<file path="src/rtl/uart_irq_pkg.sv">
package uart_irq_pkg;

  // Position of the receive timeout flag in the status vector.
  localparam int unsigned TO_IDX = 0;

  // Raw status position of event strobe k.
  function automatic int unsigned evt_pos(input int unsigned k);
    return k + 1;
  endfunction

endpackage

</file>
<file path="src/rtl/rxto_idle_timer.sv">
module rxto_idle_timer #(
  parameter int unsigned IDLE_BITS = 32
) (
  input  logic clk,
  input  logic rst,
  input  logic bit_tick,
  input  logic fifo_empty,
  input  logic char_rx,
  input  logic fifo_rd,
  input  logic to_clr,
  output logic fire
);
  localparam int unsigned CNT_W = (IDLE_BITS > 2) ? $clog2(IDLE_BITS) : 1;
  localparam logic [CNT_W-1:0] LAST = CNT_W'(IDLE_BITS - 1);

  logic [CNT_W-1:0] cnt;
  logic             fired;
  logic             restart;

  assign restart = fifo_empty | char_rx | fifo_rd;
  assign fire    = bit_tick & ~fired & ~restart & (cnt == LAST);

  always_ff @(posedge clk) begin
    if (rst) begin
      cnt   <= '0;
      fired <= 1'b0;
    end else if (restart) begin
      cnt   <= '0;
      fired <= 1'b0;
    end else if (fire) begin
      cnt   <= '0;
      fired <= 1'b1;
    end else if (to_clr) begin
      cnt   <= '0;
      fired <= 1'b0;
    end else if (bit_tick && !fired) begin
      cnt <= cnt + 1'b1;
    end
  end

  // a character or a read leaves the count at zero.
  a_r3_restart_zero: assert property (@(posedge clk) disable iff (rst)
    (char_rx || fifo_rd) |=> (cnt == '0));

  // nothing fires while the FIFO is empty.
  a_r4_no_fire_empty: assert property (@(posedge clk) disable iff (rst)
    fifo_empty |-> !fire);

  // once fired, no second fire without a re-arm.
  a_r7_single_fire: assert property (@(posedge clk) disable iff (rst)
    (fire && !to_clr) |=> !fire);

endmodule

</file>
<file path="src/rtl/irq_flag.sv">
module irq_flag (
  input  logic clk,
  input  logic rst,
  input  logic set,
  input  logic clr,
  output logic d,
  output logic q
);
  // A new event takes priority over a clear in the same cycle.
  assign d = set | (q & ~clr);

  always_ff @(posedge clk) begin
    if (rst) q <= 1'b0;
    else     q <= d;
  end

  // an event always leaves the flag set.
  a_r9_set_wins: assert property (@(posedge clk) disable iff (rst)
    set |=> q);

  // a clear without an event leaves the flag low.
  a_r5_clear_drops: assert property (@(posedge clk) disable iff (rst)
    (clr && !set) |=> !q);

  // with neither input, the flag holds.
  a_r5_hold: assert property (@(posedge clk) disable iff (rst)
    (!clr && !set) |=> $stable(q));

endmodule

</file>
<file path="src/rtl/irq_mask_reg.sv">
module irq_mask_reg #(
  parameter int unsigned W = 4
) (
  input  logic         clk,
  input  logic         rst,
  input  logic         we,
  input  logic [W-1:0] wdata,
  output logic [W-1:0] d,
  output logic [W-1:0] q
);
  assign d = we ? wdata : q;

  always_ff @(posedge clk) begin
    if (rst) q <= '0;
    else     q <= d;
  end

  // the mask only moves on a write.
  a_r10_mask_hold: assert property (@(posedge clk) disable iff (rst)
    !we |=> $stable(q));

endmodule

</file>
<file path="src/rtl/uart_rxto_irq.sv">
module uart_rxto_irq
  import uart_irq_pkg::*;
#(
  parameter int unsigned IDLE_BITS = 32,
  parameter int unsigned EV_W      = 3
) (
  input  logic          clk,
  input  logic          rst,
  input  logic          bit_tick,
  input  logic          fifo_empty,
  input  logic          char_rx,
  input  logic          fifo_rd,
  input  logic [EV_W-1:0] evt_i,
  input  logic          mask_we,
  input  logic          clr_we,
  input  logic [EV_W:0] wdata,
  output logic [EV_W:0] raw_o,
  output logic [EV_W:0] masked_o,
  output logic          irq_o
);
  localparam int unsigned N = EV_W + 1;

  logic [N-1:0] set_v;
  logic [N-1:0] clr_v;
  logic [N-1:0] raw_d;
  logic [N-1:0] raw_q;
  logic [N-1:0] mask_d;
  logic [N-1:0] mask_q;
  logic         to_fire;
  logic         to_wclr;

  assign to_wclr = clr_we & wdata[TO_IDX];

  rxto_idle_timer #(.IDLE_BITS(IDLE_BITS)) u_timer (
    .clk        (clk),
    .rst        (rst),
    .bit_tick   (bit_tick),
    .fifo_empty (fifo_empty),
    .char_rx    (char_rx),
    .fifo_rd    (fifo_rd),
    .to_clr     (to_wclr),
    .fire       (to_fire)
  );

  // Timeout flag: set by the timer, cleared by a write or an empty FIFO.
  assign set_v[TO_IDX] = to_fire;
  assign clr_v[TO_IDX] = to_wclr | fifo_empty;

  // Event flags: set by their strobes, cleared only by writes.
  for (genvar k = 0; k < EV_W; k++) begin : g_evt
    assign set_v[evt_pos(k)] = evt_i[k];
    assign clr_v[evt_pos(k)] = clr_we & wdata[evt_pos(k)];
  end

  for (genvar b = 0; b < N; b++) begin : g_flag
    irq_flag u_flag (
      .clk (clk),
      .rst (rst),
      .set (set_v[b]),
      .clr (clr_v[b]),
      .d   (raw_d[b]),
      .q   (raw_q[b])
    );
  end

  irq_mask_reg #(.W(N)) u_mask (
    .clk   (clk),
    .rst   (rst),
    .we    (mask_we),
    .wdata (wdata),
    .d     (mask_d),
    .q     (mask_q)
  );

  // Masked vector and line are registered from next-state values so that
  // they move in the same cycle as the raw flags.
  always_ff @(posedge clk) begin
    if (rst) begin
      masked_o <= '0;
      irq_o    <= 1'b0;
    end else begin
      masked_o <= raw_d & mask_d;
      irq_o    <= |(raw_d & mask_d);
    end
  end

  assign raw_o = raw_q;

  // masked vector agrees with the raw flags and the mask.
  a_r6_masked: assert property (@(posedge clk) disable iff (rst)
    masked_o == (raw_o & mask_q));

  // the line is the OR of the masked vector.
  a_r6_line: assert property (@(posedge clk) disable iff (rst)
    irq_o == (|masked_o));

  // the timeout only rises while the FIFO holds data.
  a_r2_rise_needs_data: assert property (@(posedge clk) disable iff (rst)
    $rose(raw_o[TO_IDX]) |-> $past(!fifo_empty && bit_tick));

  // an empty FIFO takes the timeout down.
  a_r4_empty_clears: assert property (@(posedge clk) disable iff (rst)
    fifo_empty |=> !raw_o[TO_IDX]);

  // every event strobe shows up in the raw vector.
  for (genvar k = 0; k < EV_W; k++) begin : g_chk
    a_r8_event_sets: assert property (@(posedge clk) disable iff (rst)
      evt_i[k] |=> raw_o[evt_pos(k)]);
  end

endmodule

</file>
<file path="config.mk">
export PLATFORM = sky130hd
export DESIGN_NAME = uart_rxto_irq
export DESIGN_NICKNAME = d
export VERILOG_FILES = /design/src/rtl/uart_irq_pkg.sv /design/src/rtl/rxto_idle_timer.sv /design/src/rtl/irq_flag.sv /design/src/rtl/irq_mask_reg.sv /design/src/rtl/uart_rxto_irq.sv
export SDC_FILE = /design/constraint.sdc
export NUM_CORES = 1
export LEC_CHECK = 0
export ABC_AREA = 1
export BUFFER_PORTS_ARGS = -buffer_cell sky130_fd_sc_hd__buf_4
export CAP_MARGIN = 20
export CORE_AREA = 2 2 59 61
export CTS_BUF_LIST = sky130_fd_sc_hd__clkbuf_16
export DETAILED_ROUTE_END_ITERATION = 8
export DIE_AREA = 0 0 61 63
export HOLD_SLACK_MARGIN = 0.03
export PLACE_DENSITY = 0.52
export SETUP_SLACK_MARGIN = 0.2
export SYNTH_ARGS = -nofsm -noshare
export SYNTH_HDL_FRONTEND = slang
export SYNTH_SLANG_ARGS = --single-unit
</file>
<file path="constraint.sdc">
create_clock -name clk -period 1.3 [get_ports clk]
set_input_delay 0.26 -clock clk [delete_from_list [all_inputs] [get_ports clk]]
set_output_delay 0.26 -clock clk [all_outputs]
set_load 0.02 [all_outputs]
</file>
==> impl_metrics.toml <==
[floorplan]
die_x_um = 61
rows = 21
io_pins = 24
core_region_area_um2 = 3230
die_h_um = 63
start_util_pct = 25.5
dieArea_um2 = 3840

[clock_network]
numCtsBuffers = 3
hold_buffers = 0
cts.sinks = 19
cts_buffer_depth = 2
clk_latency_ns = 0.25
cts_tree = "yes"
root_buffer = "clkbuf_16"
ctsHtreeMaxLevel = 1
clk_pin_slew_worst_paths_ns = 0.05

[drt]
via_per_inst = 3.90
ant_nets = 0
wire_per_inst_um = 9.08
wirelength_um = 1570
dr.pass1.iters = 4
vias = 674
drc_errors = 0
drt_iter0_drc = 7

[power_and_ir_drop]
p_total_uw = 1380
switching_share_pct = 21.9
powerDensity_nw_per_um2 = 1200
p_leak_uw = 0.000517
ir_drop_mv = 0.554
p_seq_share_pct = 44.1
combPwrFrac_pct = 11.2
p_sw_uw = 303
p_int_uw = 1080
clockPowerShare_pct = 44.7

[finish]
drive_above_1_share_pct = 37.8
instances_no_fill = 173
diodes = 0
fillerInstances = 342
fin_util_pct = 35.6
nets = 145
area_growth_syn_to_layout_pct = 39.6

[timing]
maxSlewHeadroom_pct = 85.5
max_freq_ghz = 0.807
finalSetupViolCount = 0
rsz0062_at_grt = "yes"
tightestPinTransition_ns = 0.216
hold_violations = 0
fin_crit_sh_pct = 95.3
maxSlewViolCount = 0
fin_crit_ns = 1.24
setup-tns-final_ns = 0
fin_worst_skew_ns = 0.00156

[yosys]
synth_nets = 121
yosysMostFrequentCell = "nand2_1"
synth_enable_flop_cells = 0
synth-async-reset-ratio_pct = 0
synth.top_cell.area_share_pct = 46.1
synth_seq_area_share_pct = 46.1
synth_top_cell_by_area = "dfxtp_1"
synth.cell_area_um2 = 825
ys.warnings.count = 0
netlist_instances = 104
synth_ff_type = "dfxtp_1"
synth.distinct_cells = 22
synth.cells.most_frequent = "nand2_1, dfxtp_1, nor2_1"
synthTopCellsByArea = "dfxtp_1, nand2_1, nor2_1"
ys_ff_latch = 19
avgSynthCellArea_um2 = 7.93

[place]
globalplace.congestion = 0.684
dpl.hpwl_um = 1220
dp_cells = 168
numPortBuffers = 23

[worst_setup_path]
crit_arrival_ns = 1.43
critPathLaunch = "u_timer.cnt[1]"
startpoint_type = "flip-flop"
crit_required_ns = 1.49
crit_fanout = 3
timing.rr.start = "u_timer.cnt[1]"
worstSetupEndpointType = "flip-flop"
worstSetupPathType = "reg2reg"

[global_route]
overflow = 0
grtUsageTotal_pct = 9.19
antenna_found_initial = 0
grt_pass1_wl_um = 2730
grt_pass1_vias = 621
grt_max_degree = 13

[min_path]
worstHoldStart = "evt_i[2]"
hp-class = "in2reg"

[flow_run]
cap_violations = 0

[outcome]
status = "completed"
critical path, stage by stage (launching register included):
cell and delay [ns]:
dfxtp_2 0.36, ha_4 0.14, nand2_2 0.05, nor2_2 0.11
ha_2 0.19, nand2_4 0.07, o21ai_4 0.14, and2_1 0.13
registers in the layout (all words and copies together), names as in the netlist:
signal / cells
u_timer.cnt: 5
irq_o: 1
masked_o: 4
u_timer.fired: 1
g_flag.u_flag.q: 4
u_mask.q: 4
cells in the final DEF, fill, tap and decap left out, drive strengths merged, types with 3 or more instances in the layout:
cell type  synthesis  final
nand2             32     32
buf                5     24
dfxtp             19     19
nor2              14     14
inv               12     13
a21oi              7      7
nand3              4      4
clkbuf             0      3
nor3               3      3
logic make-up after synthesis:
logic type | after synthesis | synth area share [%]
buffers and inverters | 17 | 10.3
and+or+nand+nor | 54 | 30.2
DFF | 19 | 46.1
xor gates and xnor gates | 2 | 2.12
AOI/OAI and AO/OA | 10 | 8.19
adders and majority gates | 2 | 3.03
metrics by stage:
step	instance area, µm²	setup slack (ns)	hold WS, ns
3_5_place_dp	1040	0.0564	0.456
2_1_floorplan	852	0.144	0.328
6_report	1150	0.0609	0.283
4_1_cts	1130	0.0474	0.282
3_3_place_gp	1040	0.0883	0.456
5_1_grt	1150	-0.0184	0.307
timing repair:
item                                    4_1_cts  5_1_grt
gates resized for setup                       1        5
setup buffers                                 1        0
endpoints found under the setup margin        9        9
pin swaps                                     7        4
hold endpoints to repair                      0        0
final cells by class:
class                   instances  area (µm²)  share of cell area [%]
repair buffers                 24         180                    15.7
inverters                      12        47.5                    4.13
flip-flops and latches         19         385                    33.5
multi-input cells              68         402                    34.9
clock buffers                   3        75.1                    6.52
clock inverters                 1        3.75                   0.326
well taps                      46        57.6                    5.00
per-layer routing:
metal / routed length [µm] / vias up / GRT usage (%)
met5: 0 / - / 0
met4: 0 / 0 / 2.45
met3: 73 / 0 / 2.69
met2: 721 / 13 / 13.3
met1: 774 / 301 / 13.1
li1: - / 360 / -
worst paths after layout:
| check | slack, ns | end | cells past startpoint |
|---|---|---|---|
| max | 0.06 | g_flag[0].u_flag.q | 7 |
| min | 0.28 | g_flag[3].u_flag.q | 3 |
| max reg2reg | 0.06 | g_flag[0].u_flag.q | 7 |
| min reg2reg | 0.47 | u_mask.q[2] | 2 |
power by group through the flow:
stage | Sequential (µW) | Combinational (µW) | Clock, µW
floorplan | 633 | 80.8 | 0
global placement | 625 | 153 | 0
detailed placement | 625 | 155 | 0
CTS | 611 | 156 | 632
global route | 612 | 173 | 663
finish | 611 | 155 | 618
(Power assumes the default switching activity.)
